## config.mk

```make
export PLATFORM = sky130hd
export DESIGN_NAME = gpio_eint_port
export DESIGN_NICKNAME = d
export VERILOG_FILES = /design/src/rtl/gpio_eint_pkg.sv /design/src/rtl/gpio_eint_sync.sv /design/src/rtl/gpio_eint_regs.sv /design/src/rtl/gpio_eint_vec.sv /design/src/rtl/gpio_eint_port.sv
export SDC_FILE = /design/constraint.sdc
export NUM_CORES = 1
export LEC_CHECK = 0
export BUFFER_PORTS_ARGS = -buffer_cell sky130_fd_sc_hd__clkbuf_2
export CORE_MARGIN = 4
export CORE_UTILIZATION = 40
export CTS_BUF_LIST = sky130_fd_sc_hd__clkbuf_8
export CTS_CLUSTER_DIAMETER = 40
export CTS_CLUSTER_SIZE = 30
export DETAILED_ROUTE_END_ITERATION = 8
export PLACE_DENSITY_LB_ADDON = 0.15
export SYNTH_ARGS = -nofsm -noshare
export SYNTH_HDL_FRONTEND = slang
export SYNTH_SLANG_ARGS = --single-unit
```

## constraint.sdc

```tcl
create_clock -name clk -period 2.1 [get_ports clk]
set_input_delay 0.42 -clock clk [delete_from_list [all_inputs] [get_ports clk]]
set_output_delay 0.42 -clock clk [all_outputs]
set_load 0.02 [all_outputs]
```

## src/rtl/gpio_eint_pkg.sv

```systemverilog
package gpio_eint_pkg;
  localparam int ADDR_W  = 2;
  localparam int SENSE_W = 2;

  typedef enum logic [SENSE_W-1:0] {
    SENSE_LOW  = 2'b00,
    SENSE_RISE = 2'b01,
    SENSE_FALL = 2'b10,
    SENSE_BOTH = 2'b11
  } sense_e;

  typedef enum logic [ADDR_W-1:0] {
    SEL_DATA  = 2'd0,
    SEL_DIR   = 2'd1,
    SEL_OPT   = 2'd2,
    SEL_SENSE = 2'd3
  } reg_sel_e;
endpackage

```

## src/rtl/gpio_eint_sync.sv

```systemverilog
module gpio_eint_sync #(
  parameter int WIDTH  = 8,
  parameter int STAGES = 2
) (
  input  logic             clk,
  input  logic             rst,
  input  logic [WIDTH-1:0] d,
  output logic [WIDTH-1:0] q
);
  logic [WIDTH-1:0] stg [STAGES];

  always_ff @(posedge clk) begin
    if (rst) begin
      for (int i = 0; i < STAGES; i++) stg[i] <= '0;
    end else begin
      stg[0] <= d;
      for (int i = 1; i < STAGES; i++) stg[i] <= stg[i-1];
    end
  end

  assign q = stg[STAGES-1];
endmodule

```

## src/rtl/gpio_eint_regs.sv

```systemverilog
module gpio_eint_regs
  import gpio_eint_pkg::*;
#(
  parameter int NUM_PINS = 8,
  parameter int NUM_VEC  = 2
) (
  input  logic                      clk,
  input  logic                      rst,
  input  logic [ADDR_W-1:0]         addr,
  input  logic [NUM_PINS-1:0]       wdata,
  input  logic                      we,
  input  logic [NUM_PINS-1:0]       pin_sync,
  output logic [NUM_PINS-1:0]       data_q,
  output logic [NUM_PINS-1:0]       dir_q,
  output logic [NUM_PINS-1:0]       opt_q,
  output logic [NUM_PINS-1:0]       pu_q,
  output logic [NUM_VEC*SENSE_W-1:0] sense_q,
  output logic [NUM_VEC-1:0]        sense_chg,
  output logic [NUM_PINS-1:0]       rdata
);
  localparam int SW = NUM_VEC * SENSE_W;

  reg_sel_e sel;
  logic wr_data, wr_dir, wr_opt, wr_sense;
  logic [NUM_PINS-1:0] dir_nxt, opt_nxt, rd_mux;

  assign sel      = reg_sel_e'(addr);
  assign wr_data  = we && (sel == SEL_DATA);
  assign wr_dir   = we && (sel == SEL_DIR);
  assign wr_opt   = we && (sel == SEL_OPT);
  assign wr_sense = we && (sel == SEL_SENSE);

  assign dir_nxt = wr_dir ? wdata : dir_q;
  assign opt_nxt = wr_opt ? wdata : opt_q;

  always_ff @(posedge clk) begin
    if (rst) begin
      data_q  <= '0;
      dir_q   <= '0;
      opt_q   <= '0;
      pu_q    <= '0;
      sense_q <= '0;
    end else begin
      if (wr_data)  data_q  <= wdata;
      if (wr_sense) sense_q <= wdata[SW-1:0];
      dir_q <= dir_nxt;
      opt_q <= opt_nxt;
      pu_q  <= ~dir_nxt & opt_nxt;
    end
  end

  // A group field counts as rewritten only when its value changes
  for (genvar v = 0; v < NUM_VEC; v++) begin : g_chg
    assign sense_chg[v] = wr_sense &&
      (wdata[v*SENSE_W +: SENSE_W] != sense_q[v*SENSE_W +: SENSE_W]);
  end

  always_comb begin
    rd_mux = '0;
    case (sel)
      SEL_DATA:  rd_mux = (dir_q & data_q) | (~dir_q & pin_sync);
      SEL_DIR:   rd_mux = dir_q;
      SEL_OPT:   rd_mux = opt_q;
      SEL_SENSE: rd_mux[SW-1:0] = sense_q;
      default:   rd_mux = '0;
    endcase
  end

  always_ff @(posedge clk) begin
    if (rst) rdata <= '0;
    else     rdata <= rd_mux;
  end

  a_r2_dir_loads: assert property (@(posedge clk) disable iff (rst)
    wr_dir |=> dir_q == $past(wdata));
  a_r4_data_write_keeps_dir: assert property (@(posedge clk) disable iff (rst)
    (wr_data && !wr_dir) |=> $stable(dir_q));
  a_r5_pullup_inputs_only: assert property (@(posedge clk) disable iff (rst)
    (pu_q & dir_q) == '0);
  a_r12_sense_upper_zero: assert property (@(posedge clk) disable iff (rst)
    $past(sel == SEL_SENSE) |-> rdata[NUM_PINS-1:SW] == '0);
endmodule

```

## src/rtl/gpio_eint_vec.sv

```systemverilog
module gpio_eint_vec
  import gpio_eint_pkg::*;
#(
  parameter int WIDTH = 4
) (
  input  logic               clk,
  input  logic               rst,
  input  logic [WIDTH-1:0]   pins,
  input  logic [WIDTH-1:0]   en,
  input  logic [SENSE_W-1:0] sense,
  input  logic               sense_chg,
  input  logic               ack,
  output logic               pend
);
  logic comb_now, comb_prev, rise, fall, hit;

  // Disabled pins read as high so they never mask the group
  assign comb_now = &(pins | ~en);
  assign rise     = comb_now & ~comb_prev;
  assign fall     = ~comb_now & comb_prev;

  always_comb begin
    case (sense_e'(sense))
      SENSE_LOW:  hit = ~comb_now;
      SENSE_RISE: hit = rise;
      SENSE_FALL: hit = fall;
      SENSE_BOTH: hit = rise | fall;
      default:    hit = 1'b0;
    endcase
  end

  always_ff @(posedge clk) begin
    if (rst) begin
      comb_prev <= 1'b1;
      pend      <= 1'b0;
    end else begin
      comb_prev <= comb_now;
      if (sense_chg) pend <= 1'b0;
      else if (hit)  pend <= 1'b1;
      else if (ack)  pend <= 1'b0;
    end
  end

  a_r10_sense_change_clears: assert property (@(posedge clk) disable iff (rst)
    sense_chg |=> !pend);
  a_r9_ack_clears: assert property (@(posedge clk) disable iff (rst)
    (ack && !hit && !sense_chg) |=> !pend);
  a_r9_event_beats_ack: assert property (@(posedge clk) disable iff (rst)
    (hit && !sense_chg) |=> pend);
  a_r8_no_set_without_event: assert property (@(posedge clk) disable iff (rst)
    (!pend && !hit) |=> !pend);
endmodule

```

## src/rtl/gpio_eint_port.sv

```systemverilog
module gpio_eint_port
  import gpio_eint_pkg::*;
#(
  parameter int NUM_PINS    = 8,
  parameter int NUM_VEC     = 2,
  parameter int SYNC_STAGES = 2
) (
  input  logic                clk,
  input  logic                rst,
  input  logic [ADDR_W-1:0]   bus_addr,
  input  logic [NUM_PINS-1:0] bus_wdata,
  input  logic                bus_we,
  output logic [NUM_PINS-1:0] bus_rdata,
  input  logic [NUM_PINS-1:0] pad_in,
  output logic [NUM_PINS-1:0] pad_out,
  output logic [NUM_PINS-1:0] pad_oe,
  output logic [NUM_PINS-1:0] pad_pu,
  input  logic [NUM_VEC-1:0]  irq_ack,
  output logic [NUM_VEC-1:0]  irq_req
);
  localparam int PINS_PER_VEC = NUM_PINS / NUM_VEC;

  logic [NUM_PINS-1:0]        pin_sync, data_q, dir_q, opt_q, pu_q, irq_en;
  logic [NUM_VEC*SENSE_W-1:0] sense_q;
  logic [NUM_VEC-1:0]         sense_chg;

  gpio_eint_sync #(.WIDTH(NUM_PINS), .STAGES(SYNC_STAGES)) u_sync (
    .clk (clk),
    .rst (rst),
    .d   (pad_in),
    .q   (pin_sync)
  );

  gpio_eint_regs #(.NUM_PINS(NUM_PINS), .NUM_VEC(NUM_VEC)) u_regs (
    .clk       (clk),
    .rst       (rst),
    .addr      (bus_addr),
    .wdata     (bus_wdata),
    .we        (bus_we),
    .pin_sync  (pin_sync),
    .data_q    (data_q),
    .dir_q     (dir_q),
    .opt_q     (opt_q),
    .pu_q      (pu_q),
    .sense_q   (sense_q),
    .sense_chg (sense_chg),
    .rdata     (bus_rdata)
  );

  assign irq_en = ~dir_q & opt_q;

  for (genvar v = 0; v < NUM_VEC; v++) begin : g_vec
    gpio_eint_vec #(.WIDTH(PINS_PER_VEC)) u_vec (
      .clk       (clk),
      .rst       (rst),
      .pins      (pin_sync[v*PINS_PER_VEC +: PINS_PER_VEC]),
      .en        (irq_en[v*PINS_PER_VEC +: PINS_PER_VEC]),
      .sense     (sense_q[v*SENSE_W +: SENSE_W]),
      .sense_chg (sense_chg[v]),
      .ack       (irq_ack[v]),
      .pend      (irq_req[v])
    );
  end

  assign pad_out = data_q;
  assign pad_oe  = dir_q;
  assign pad_pu  = pu_q;

  a_r1_quiet_after_reset: assert property (@(posedge clk)
    $past(rst) |-> (irq_req == '0 && pad_oe == '0 && pad_pu == '0));
endmodule

```

* Word-level counts from Yosys, hierarchy flattened *
Memory sizes are Yosys's and may differ from the RTL's.
Index checks and enable logic that the tools add are counted.

word-level totals
  register bits after elaboration = 48
  bits in latches = 0
  bits in writable memories = 16
  ROM bits = 0
  input bits = 23
  output and inout bits = 34
  word-level logic and storage cells = 75
  memories kept = 1

memory list
  memory      depth  bits a word  read ports  clocked after Yosys merged registers in  wr ports  line                  RTL
  u_sync.stg  2      8            2           0                                        2         gpio_eint_sync.sv:10  logic [WIDTH-1:0] stg [STAGES];

operators by class
  $add $sub $neg = 0
  multipliers = 0
  divide/modulo/power cells = 0
  magnitude comparators = 0
  equal/unequal tests = 11
  shift operators = 0
  multiplexer cells = 15
  bitwise operators = 23
  reduce and logical (&&, ||, !) cells = 15

operator list
  operator                                        number
  AND 8 bit                                       4
  two-way mux 8 bit                               4
  NOT 8 bit                                       2
  one-hot mux 4 bit (4 select lines)              1
  == test 2 bit (second input constant)           6
  one-hot mux 4 bit (3 select lines)              1
  NOT 4 bit                                       2
  bitwise OR 4 bit                                2
  bitwise OR 8 bit                                1
  one-hot mux 1 bit (4 select lines)              2
  AND reduction 4 bit                             2
  two-way mux 1 bit                               7
  == test 2 x 1 -> 1 bit (second input constant)  3
  logical AND 1 bit                               6
  zero test 2 bit                                 3
  AND 1 bit                                       4
  != test 2 bit                                   2
  NOT 1 bit                                       4
  bitwise OR 1 bit                                4
  nonzero test 2 bit                              2
  OR reduction 2 bit                              2

* Longest topological paths before layout *
Gate-level depths: netlist of the first run.

  depth in word-level cells = 10
  depth in mapped cells = 9
  depth with buffers taken out = 9

* By module *
From an unflattened synthesis of the first run, not the netlist that was laid out.

unflattened totals
  cell total of the unflattened synthesis = 261
  area total of the unflattened synthesis = 2,815.2 um^2

modules (own cells, without submodules)
  module          times used  cells an instance  area an instance (um^2)  seq. area each (um^2)
  gpio_eint_regs  1           168                1,803.0                  880.8
  gpio_eint_sync  1           41                 524.3                    320.3
  gpio_eint_vec   2           22                 188.9                    40.0
  gpio_eint_port  1           8                  110.1                    0.0

* Least setup slack after synthesis of the first run *
No wires, ideal clock.

  path type = register to register
  start = register u_regs.dir_q[3]
  end = register g_vec[0].u_vec.pend
  library setup time = 0.086 ns
  arrival = 1.642 ns
  data required time = 2.014 ns
  slack = 0.372 ns
  cell stages (with the launch flop) = 9
  path buffers = 0
  clock period less this slack = 1.728 ns
  cell sequence = dfxtp_1 nor2_1 a22o_1 or2_1 inv_1 ha_1 a21oi_1 a21oi_1 a211oi_1

between the ends
  word-level cells in the longest chain between the ends = 10
  elaborated cells on any way between the ends = 12
  those cells by class = mux: 2; bitwise: 8; reduce/logical: 2

ends and longest elaborated chain
  item                                                            line                                      RTL
  start: declaration                                              gpio_eint_regs.sv:14                      output logic [NUM_PINS-1:0] dir_q,
  start signal: assignment                                        gpio_eint_regs.sv:46                      dir_q <= dir_nxt;
  NOT 8 bit *                                                     gpio_eint_port.sv:50                      assign irq_en = ~dir_q & opt_q;
  AND 8 bit *                                                     gpio_eint_port.sv:50
  NOT 4 bit *                                                     gpio_eint_vec.sv:18                       assign comb_now = &(pins | ~en);
  bitwise OR 4 bit *                                              gpio_eint_vec.sv:18
  AND reduction 4 bit *                                           gpio_eint_vec.sv:18
  named net g_vec[0].u_vec.comb_now                               gpio_eint_vec.sv:15                       logic comb_now, comb_prev, rise, fall, hit;
  NOT 1 bit                                                       gpio_eint_vec.sv:20, gpio_eint_vec.sv:24
  AND 1 bit                                                       gpio_eint_vec.sv:20                       assign fall = ~comb_now & comb_prev;
  bitwise OR 1 bit                                                gpio_eint_vec.sv:27                       SENSE_BOTH: hit = rise | fall;
  one-hot mux 1 bit (4 select lines) *                            gpio_eint_vec.sv:23                       case (sense_e'(sense))
  two-way mux 1 bit / nonzero test 2 bit (equally long branches)  n/a
  end signal: assignment                                          gpio_eint_vec.sv:38                       if (sense_chg) pend <= 1'b0;
  end signal: assignment                                          gpio_eint_vec.sv:39                       else if (hit) pend <= 1'b1;
  end signal: assignment                                          gpio_eint_vec.sv:40                       else if (ack) pend <= 1'b0;
  end: declaration                                                gpio_eint_vec.sv:13                       output logic pend

The timed path passes the listed nets; every way through them passes the cells marked *.
A chain may end at the register's enable or synchronous reset.

* Worst setup path in the final report of the first run *
  start = register u_regs.dir_q[5]
  end = register g_vec[1].u_vec.pend

between the ends
  word-level cells in the longest chain between the ends = 10
  elaborated cells on any way between the ends = 12
  those cells by class = mux: 2; bitwise: 8; reduce/logical: 2

ends and longest elaborated chain
  item                                                            line
  NOT 8 bit *                                                     gpio_eint_port.sv:50
  AND 8 bit *                                                     gpio_eint_port.sv:50
  NOT 4 bit *                                                     gpio_eint_vec.sv:18
  bitwise OR 4 bit *                                              gpio_eint_vec.sv:18
  AND reduction 4 bit *                                           gpio_eint_vec.sv:18
  named net g_vec[1].u_vec.comb_now                               gpio_eint_vec.sv:15
  NOT 1 bit                                                       gpio_eint_vec.sv:20, gpio_eint_vec.sv:24
  AND 1 bit                                                       gpio_eint_vec.sv:20
  bitwise OR 1 bit                                                gpio_eint_vec.sv:27
  one-hot mux 1 bit (4 select lines) *                            gpio_eint_vec.sv:23
  two-way mux 1 bit / nonzero test 2 bit (equally long branches)  n/a
  end signal: assignment                                          gpio_eint_vec.sv:38
  end signal: assignment                                          gpio_eint_vec.sv:39
  end signal: assignment                                          gpio_eint_vec.sv:40
  end: declaration                                                gpio_eint_vec.sv:13

Marks and branches as above.

==> out/metrics.cfg, run 1 <==
[hold_path]
worst_hold_path.num_cells = 2
hold-path-endpoint = u_sync.stg[0][1]
hp-start = pad_in[1]
min_path_type = in -> reg

[floorplan]
dieHeight_um = 87.9
dieArea_mm2 = 0.00772
core-area_mm2 = 0.00606
row_count = 28
pin_count = 57
fp.dieW_um = 87.9
start_util = 0.421

[finish]
final_cells = 398
antenna_cells = 0
layout_common_cells = 64 x dfxtp_1, 56 x clkbuf_2, 46 x nor2_1, 33 x mux2i_1, 16 x nor2b_1
drive_above_1_share = 0.276
fillers = 614
layout_commonest_cell = dfxtp_1
layout.nets = 345
synthToLayoutAreaGrowth_pct = 20.2

[sta]
slew_viol_final = 0
fin_crit_ns = 1.77
relSlewSlack = 0.727
fmax_mhz = 565
period_share = 0.843
tns_ns = 0
worst_slew_pin_slew_ns = 0.408
skew_ns = 0.00482
hold_violations = 0
finalSetupViolCount = 0
rsz0062_at_grt = false

[placed_design]
io_buffers = 56
hpwl_um = 3840
place_inst = 382
place.gp.congestion = 0.775

[drt]
drt-initial-drc-count = 74
viasPerCell = 4.73
wirelength_um = 5430
drcViolationCount = 0
vias = 1881
dr.pass1.iters = 4
wl_per_cell_um = 13.7
ant_nets = 0

[critical_path]
critPathRequiredTime_ns = 2.35
reg2reg_slack_ns = 0.33
endpoint_kind = flip-flop
r2r-end = g_vec[1].u_vec.pend
start_kind = flip-flop
worstSetupPathType = reg -> reg
path_max_fanout = 5
reg2reg_from = u_regs.dir_q[5]
r2r_cells = 8
cp_data_arrival_time_ns = 2.02

[logic_synthesis]
synth.distinct_cells = 30
netlist_area_mm2 = 0.00255
syn-num-nets = 286
synthCells = 259
synth_seq_area_share = 0.502
synth-warning-count = 0
synth_seq_cells = 64
avgSynthCellArea_um2 = 9.85

[pwr]
p_per_area_mw_per_mm2 = 798
peakVddDrop_v = 0.000507
p_leak_nw = 1.43

[global_routing]
grt_pass1_vias = 1886
grt-busiest-layer = met2
use_met2 = 0.234
overflow = 0
grt_max_degree = 57
track_usage = 0.152
antenna_found_initial = 0
grt_use_met3 = 0.0442
grt_pass1_wl_um = 8850
use_met1 = 0.190

[outcome]
status = complete, no violations

[cts]
post_cts_resized = 0
htreeDepth = 3
clock_sinks = 64
cts_buffers = 9
cts_tree = yes
clk_pin_slew_ns = 0.07
cts_root_buffer = clkbuf_8
cts_max_path_buffers = 2
post_cts_buffers = 0
clock_latency_ns = 0.33
ctsHoldBuffers = 0

[run]
cap_violations = 0

[per-layer routing]
metal	vias up	routed length (µm)
met5	-	0
met1	846	2540
met3	11	334
met4	0	121
li1	978	-
met2	46	2440
[power breakdown]
group | internal [W] | leakage (nW) | switching, W
registers | 0.00126 | 0.523 | 0.0000294
clock network | 0.000443 | 0.0982 | 0.000445
logic | 0.000115 | 0.809 | 0.000152
total | 0.00182 | 1.43 | 0.000627
[logic make-up (layout without fill, tap and decap cells)]
family / count (synthesis) / in the layout / share of synthesized area
AND/OR/NAND/NOR: 90 / 90 / 0.179
flip-flops: 64 / 64 / 0.502
AO/OA/AOI/OAI: 35 / 35 / 0.0976
multiplexers: 33 / 33 / 0.129
buffers and inverters: 29 / 93 / 0.0589
adder cells (fa/ha/maj): 4 / 4 / 0.0196
XOR/XNOR: 4 / 4 / 0.0137
[synth_stat cells, drive strengths merged]
cell / number / area (µm²)
buf: 14 / 93.8
xnor2: 4 / 35.0
o21a: 2 / 15.0
ha: 4 / 50.1
nand3b: 2 / 15.0
mux2i: 33 / 330
nand2b: 4 / 25.0
dfxtp: 64 / 1280
nand2: 2 / 7.51
a22oi: 4 / 30.0
a211oi: 8 / 60.1
clkbuf: 3 / 11.3
or2: 2 / 12.5
a21oi: 5 / 25.0
inv: 12 / 45.0
a32o: 1 / 10.0
nor2b: 16 / 100
o22ai: 2 / 12.5
o21ai: 6 / 30.0
nor2: 54 / 223
o32a: 4 / 40.0
and2: 8 / 50.1
nor3b: 1 / 12.5
nand3: 1 / 10.0
a22o: 3 / 26.3
[stage by stage]
step	util	hold WS, ns	power (W)	worst slack (ns)	area [µm²]
6_report	0.506	0.288	0.00245	0.331	3070
4_1_cts	0.506	0.278	0.00248	0.332	3070
2_1_floorplan	-	0.414	0.00150	0.372	2550
5_1_grt	0.506	0.297	0.00257	0.142	3070
3_3_place_gp	0.479	0.418	0.00159	0.435	2900
3_5_place_dp	0.479	0.423	0.00159	0.368	2900
[critical path: stages, from the launching register on]
cell and delay [ns]:
dfxtp_1 0.39, nor2_1 0.07, a32o_1 0.24, or2_1 0.27, inv_1 0.07, ha_1 0.22
mux2i_1 0.14, a21oi_1 0.08, a211oi_1 0.21
[layout make-up]
class | instances | area (µm²) | share of cell area
Tap cell | 75 | 93.8 | 0.0306
Timing Repair Buffer | 65 | 360 | 0.118
Multi-Input combinational cell | 166 | 1120 | 0.365
Clock inverter | 6 | 27.5 | 0.00898
Sequential cell | 64 | 1280 | 0.418
Clock buffer | 10 | 138 | 0.0449
Inverter | 12 | 45.0 | 0.0147
[worst max path at each step]
| stage | startpoint | to | slack [ns] | cells after the start |
|---|---|---|---|---|
| after floorplan | u_regs.dir_q[3] | g_vec[0].u_vec.pend | 0.37 | 8 |
| after global placement | bus_addr[0] | u_regs.pu_q[2] | 0.44 | 6 |
| after detailed placement | u_regs.dir_q[5] | g_vec[1].u_vec.pend | 0.37 | 8 |
| after CTS | u_regs.dir_q[5] | g_vec[1].u_vec.pend | 0.33 | 8 |
| after global routing | u_regs.dir_q[5] | g_vec[1].u_vec.pend | 0.14 | 8 |
| final | u_regs.dir_q[5] | g_vec[1].u_vec.pend | 0.33 | 8 |
[state kept, by name (all words and copies together) (netlist names)]
register and flops:
u_sync.stg 16, u_regs.data_q 8, u_regs.dir_q 8, u_regs.opt_q 8
u_regs.pu_q 8, u_regs.rdata 8, u_regs.sense_q 4, g_vec.u_vec.comb_prev 2
g_vec.u_vec.pend 2
Note: power is estimated with default switching activity, not from simulation.
==> run 2: changes to the inputs <==
Clock period 2.1 ns to 1.6 ns, I/O delays scaled along.
==> out/metrics.cfg, run 2 (same netlist as run 1, synthesis figures left out) <==
[finish]
layout_commonest_cell = clkbuf_2
synthToLayoutAreaGrowth_pct = 28.4
fillers = 573  ; -6.7%
antenna_cells = 0  ; unchanged
multi_input_area_mm2 = 0.00115  ; +2.9%
layout_common_cells = 56 x clkbuf_2, 52 x dfxtp_1, 45 x nor2_1, 33 x mux2i_1, 21 x buf_4
layout.nets = 360  ; +4.3%
drive_above_1_share = 0.376  ; +0.100
largest_reg_flops = 16  ; unchanged
register_area_mm2 = 0.00131  ; +2.1%
design_area_mm2 = 0.00328  ; +6.9%
top_register = u_sync.stg

[pwr]
switching_share = 0.255  ; -0.000721
pwr-share-comb = 0.117  ; +0.008
power.switching_w = 0.000875  ; +40%
p_int_w = 0.00255  ; +40%
p_total_w = 0.00343  ; +40%
p_leak_nw = 1.52  ; +6.2%
pwr-share-seq = 0.493  ; -0.035
peakVddDrop_v = 0.000677  ; +34%
pwr-share-clk = 0.391  ; +0.028
p_per_area_mw_per_mm2 = 1050  ; +31%

[hold_path]
hp-start = pad_in[7]
hold-path-endpoint = u_sync.stg[0][7]
worst_hold_path.num_cells = 2  ; unchanged
min_path_type = in -> reg

[placed_design]
place.gp.congestion = 0.757  ; -2.3%
io_buffers = 56  ; unchanged
postPlaceCellArea_mm2 = 0.00301  ; +3.6%
hpwl_um = 3990  ; +3.9%
place_ws_ns = -0.0625  ; -0.431 ns

[cts]
cts_root_buffer = clkbuf_8
htreeDepth = 3  ; unchanged
clock_latency_ns = 0.34  ; about the same
ctsHoldBuffers = 0  ; unchanged
clock_sinks = 64  ; unchanged
clk_pin_slew_ns = 0.07  ; about the same
cts_tree = yes
cts_max_path_buffers = 2  ; unchanged
cts_buffers = 9  ; unchanged

[drt]
wl_per_cell_um = 13.4  ; -1.8%
viasPerCell = 4.74  ; +0.36%
vias = 1959  ; +4.1%
dr.pass1.iters = 4  ; unchanged
wirelength_um = 5540  ; +1.9%
drt-initial-drc-count = 79  ; +6.8%
ant_nets = 0  ; unchanged
drcViolationCount = 0  ; unchanged

[floorplan]
core-area_mm2 = 0.00606  ; unchanged
dieHeight_um = 87.9  ; unchanged
start_util = 0.421  ; unchanged
pin_count = 57  ; unchanged
fp.dieW_um = 87.9  ; unchanged
dieArea_mm2 = 0.00772  ; unchanged
row_count = 28  ; unchanged

[sta]
relSlewSlack = 0.801  ; +0.0739
fin_crit_ns = 1.62  ; -0.147 ns
tns_ns = -0.0429  ; -0.0429 ns
period_share = 1.01  ; +0.171
worst_slew_pin_slew_ns = 0.299  ; -0.109 ns
rsz0062_at_grt = true
fmax_mhz = 616  ; +9.1%
slew_viol_final = 0  ; unchanged
hold_violations = 0  ; unchanged
skew_ns = 0.00354  ; -0.00128 ns
fin_ws_ns = -0.0224  ; -0.353 ns
finalSetupViolCount = 2  ; +2

[global_routing]
grt_pass1_vias = 1932  ; +2.4%
track_usage = 0.156  ; +0.00429
antenna_found_initial = 0  ; unchanged
overflow = 0  ; unchanged
grt_max_degree = 57  ; unchanged
grt_pass1_wl_um = 9200  ; +4.1%

[critical_path]
path_max_fanout = 2  ; -3
reg2reg_from = u_regs.dir_q[4]
cp_data_arrival_time_ns = 1.88  ; -0.14 ns
worstSetupPathType = reg -> reg
start_kind = flip-flop
critPathRequiredTime_ns = 1.85  ; -0.50 ns
r2r_cells = 8  ; unchanged
endpoint_kind = flip-flop
r2r-end = g_vec[1].u_vec.pend
reg2reg_slack_ns = -0.02  ; -0.35 ns

[run]
cap_violations = 0  ; unchanged

[outcome]
status = complete, but fails checks
violations = negative setup slack

[run 2: changes by cell type in the layout (fill, tap and decap cells not counted), moves of 2 or more]
cell / delta
a21oi_1: -2
buf_4: +13
clkinvlp_4: +3
dfxtp_1: -12
buf_6: +2
inv_2: +2
inv_1: -4
dfxtp_2: +7
dfxtp_4: +5
clkinv_2: -2
a21oi_2: +2
[run 2: worst max-delay path, cell delays in order, from the launching register on]
cell	delay (ns)
dfxtp_4	0.35
inv_2	0.03
a32o_2	0.26
or2_4	0.26
inv_2	0.07
ha_4	0.19
mux2i_1	0.12
a21oi_1	0.08
a211oi_1	0.19
[run 2: how the worst max path moves through the flow]
stage / startpoint / to / slack (ns) / cells after the start
floorplan: u_regs.dir_q[0] / g_vec[0].u_vec.pend / -0.007 / 8
global placement: u_sync.stg[0][12] / g_vec[1].u_vec.pend / -0.005 / 8
detailed placement: u_sync.stg[0][8] / g_vec[0].u_vec.pend / -0.06 / 8
CTS: u_regs.dir_q[4] / g_vec[1].u_vec.pend / -0.05 / 8
global route: u_regs.dir_q[4] / g_vec[1].u_vec.pend / -0.15 / 8
finish: u_regs.dir_q[4] / g_vec[1].u_vec.pend / -0.02 / 8
[run 2: area by class of cell]
cell class                      count  share of cell area
Clock buffer                        9              0.0378
Tap cell                           75              0.0286
Multi-Input combinational cell    166               0.352
Timing Repair Buffer               80               0.147
Inverter                           12              0.0138
Clock inverter                      7              0.0218
Sequential cell                    64               0.400
[run 2: power groups by stage]
stage	Sequential, W	Clock (W)	Combinational (W)
finish	0.00169	0.00134	0.000400
global route	0.00170	0.00146	0.000446
CTS	0.00169	0.00139	0.000383
detailed placement	0.00172	0	0.000373
global placement	0.00172	0	0.000369
floorplan	0.00175	0	0.000211
[run 2: metal layers]
layer | vias up | track usage | wire length, µm
met1 | 908 | 0.199 | 2590
met3 | 4 | 0.0602 | 324
met4 | 0 | 0.0460 | 43
met2 | 40 | 0.247 | 2580
li1 | 1007 | - | -
met5 | - | 0 | 0
[run 2: through the flow]
step	util	hold slack, ns	std cells
4_1_cts	0.532	0.167	411
6_report	0.540	0.186	413
5_1_grt	0.540	0.167	413
3_3_place_gp	0.496	0.419	393
3_5_place_dp	0.496	0.429	393
2_1_floorplan	-	0.414	259
[run 2: timing repair]
item                                   in CTS  in global routing
pin swaps                                   7                  7
buffers inserted                            2                  2
endpoints found under the hold margin       0                  0
setup endpoints to repair                   2                  2
resized for setup                           4                 11
==> run 3: changes to the inputs <==
Settings changed: CORE_ASPECT_RATIO set to 0.8, CORE_UTILIZATION 40 to 45.
==> out/metrics.cfg, run 3 (same netlist as run 1, synthesis figures left out) <==
[cts]
cts_max_path_buffers = 2  ; unchanged
htreeDepth = 3  ; unchanged
clock_sinks = 64  ; unchanged
clk_pin_slew_ns = 0.07  ; about the same
ctsHoldBuffers = 0  ; unchanged
cts_tree = yes
cts_root_buffer = clkbuf_8
cts_buffers = 9  ; unchanged
clock_latency_ns = 0.33  ; about the same

[sta]
fin_ws_ns = -0.0660  ; -0.0436 ns
fin_crit_ns = 1.67  ; +0.0436 ns
worst_slew_pin_slew_ns = 0.288  ; -0.0108 ns
finalSetupViolCount = 1  ; -1
slew_viol_final = 0  ; unchanged
hold_violations = 0  ; unchanged
skew_ns = 0.00547  ; +0.00193 ns
period_share = 1.04  ; +0.0273
relSlewSlack = 0.808  ; +0.00724
fmax_mhz = 600  ; -2.6%
rsz0062_at_grt = true
tns_ns = -0.0660  ; -0.0231 ns

[placed_design]
postPlaceCellArea_mm2 = 0.00302  ; +0.62%
place_ws_ns = -0.0719  ; -0.00936 ns
place_inst = 398  ; +1.3%
io_buffers = 56  ; unchanged
hpwl_um = 3960  ; -0.81%
place.gp.congestion = 0.777  ; +2.6%

[floorplan]
start_util = 0.467  ; +0.0459
dieArea_mm2 = 0.00695  ; -10%
core-area_mm2 = 0.00547  ; -9.8%
fp.dieW_um = 92.2  ; +4.9%
pin_count = 57  ; unchanged
dieHeight_um = 75.3  ; -14%
row_count = 24  ; -14%

[drt]
wl_met3_um = 383  ; +18%
wl_per_cell_um = 13.0  ; -2.9%
m1WireLength_um = 2490  ; -4.0%
top_layer = met4
drt-initial-drc-count = 66  ; -16%
drcViolationCount = 0  ; unchanged
met2_length_um = 2510  ; -2.7%
vias = 1992  ; +1.7%
dr.pass1.iters = 4  ; unchanged
ant_nets = 0  ; unchanged
viasPerCell = 4.78  ; +0.71%
wirelength_um = 5430  ; -1.9%

[critical_path]
path_max_fanout = 2  ; unchanged
critPathBufInv = 2  ; unchanged
slowest_delay_ns = 0.33  ; -0.02 ns
critPathRequiredTime_ns = 1.86  ; about the same
cp_data_arrival_time_ns = 1.93  ; +0.05 ns
path_cells = inv_2 -> a32o_2 -> or2_1 -> inv_1 -> ha_1 -> mux2i_1 -> a21oi_1 -> a211oi_2
cp_slowest_cell = dfxtp_2
worstSetupPathType = reg -> reg
endpoint_kind = flip-flop
cp_top_family = compound AO/OA/AOI/OAI gates
start_kind = flip-flop

[finish]
antenna_cells = 0  ; unchanged
layout_commonest_cell = clkbuf_2
layout.nets = 361  ; +0.28%
drive_above_1_share = 0.386  ; +0.0107
multi_input_area_mm2 = 0.00116  ; +0.76%
largest_reg_flops = 16  ; unchanged
final_cells = 417  ; +0.97%
synthToLayoutAreaGrowth_pct = 28.7
design_area_mm2 = 0.00328  ; +0.23%
layout_common_cells = 56 x clkbuf_2, 51 x dfxtp_1, 44 x nor2_1, 33 x mux2i_1, 23 x buf_4
fillers = 488  ; -15%
top_register = u_sync.stg
register_area_mm2 = 0.00131  ; about the same

[global_routing]
track_usage = 0.169  ; +0.0130
grt_max_degree = 57  ; unchanged
grt_pass1_vias = 1889  ; -2.2%
overflow = 0  ; unchanged
antenna_found_initial = 0  ; unchanged
grt_pass1_wl_um = 9050  ; -1.7%

[outcome]
status = complete, but fails checks
violations = negative setup slack

[pwr]
p_leak_nw = 1.54  ; +1.1%
peakVddDrop_v = 0.000770  ; +14%
p_total_w = 0.00334  ; -2.6%
p_per_area_mw_per_mm2 = 1020  ; -2.8%

[hold_path]
min_path_type = in -> reg

[run]
cap_violations = 0  ; unchanged

## run 3: worst paths after layout
check | start | end | slack, ns | depth (start not counted)
worst min register to register | u_sync.stg[0][0] | u_sync.stg[0][8] | 0.43 | 1
worst max register to register | u_sync.stg[0][12] | g_vec[1].u_vec.pend | -0.07 | 8
worst min-delay path | pad_in[3] | u_sync.stg[0][3] | 0.19 | 2
worst max-delay path | u_sync.stg[0][12] | g_vec[1].u_vec.pend | -0.07 | 8
## run 3: stage by stage
step                      hold slack [ns]  utilization
after global routing                0.185        0.601
final                               0.190        0.601
after global placement              0.420        0.553
after CTS                           0.174        0.592
after detailed placement            0.426        0.553
after floorplan                     0.414            -
## run 3: repair_timing
item	CTS	global route
buffers inserted	3	0
gates resized for setup	3	16
endpoints found under the setup margin	2	2
pin swaps	9	5
## run 3: layout make-up
type                    count  area share
well taps                  78      0.0297
flip-flops and latches     64       0.399
clock buffers              12      0.0503
inverters                  12      0.0137
clock inverters             4     0.00610
multi-input cells         166       0.354
repair buffers             81       0.147
## run 3: power by group
part	switching [W]	leakage, nW	total (W)	internal [W]
Sequential	0.0000362	0.530	0.00169	0.00165
Clock	0.000572	0.101	0.00125	0.000675
Combinational	0.000216	0.904	0.000403	0.000186
Total	0.000825	1.54	0.00334	0.00252
## run 3: per-layer routing
metal / track usage / vias up
met4: 0.0577 / 0
met5: 0 / -
li1: - / 1013
met1: 0.206 / 923
met3: 0.0750 / 4
met2: 0.273 / 52
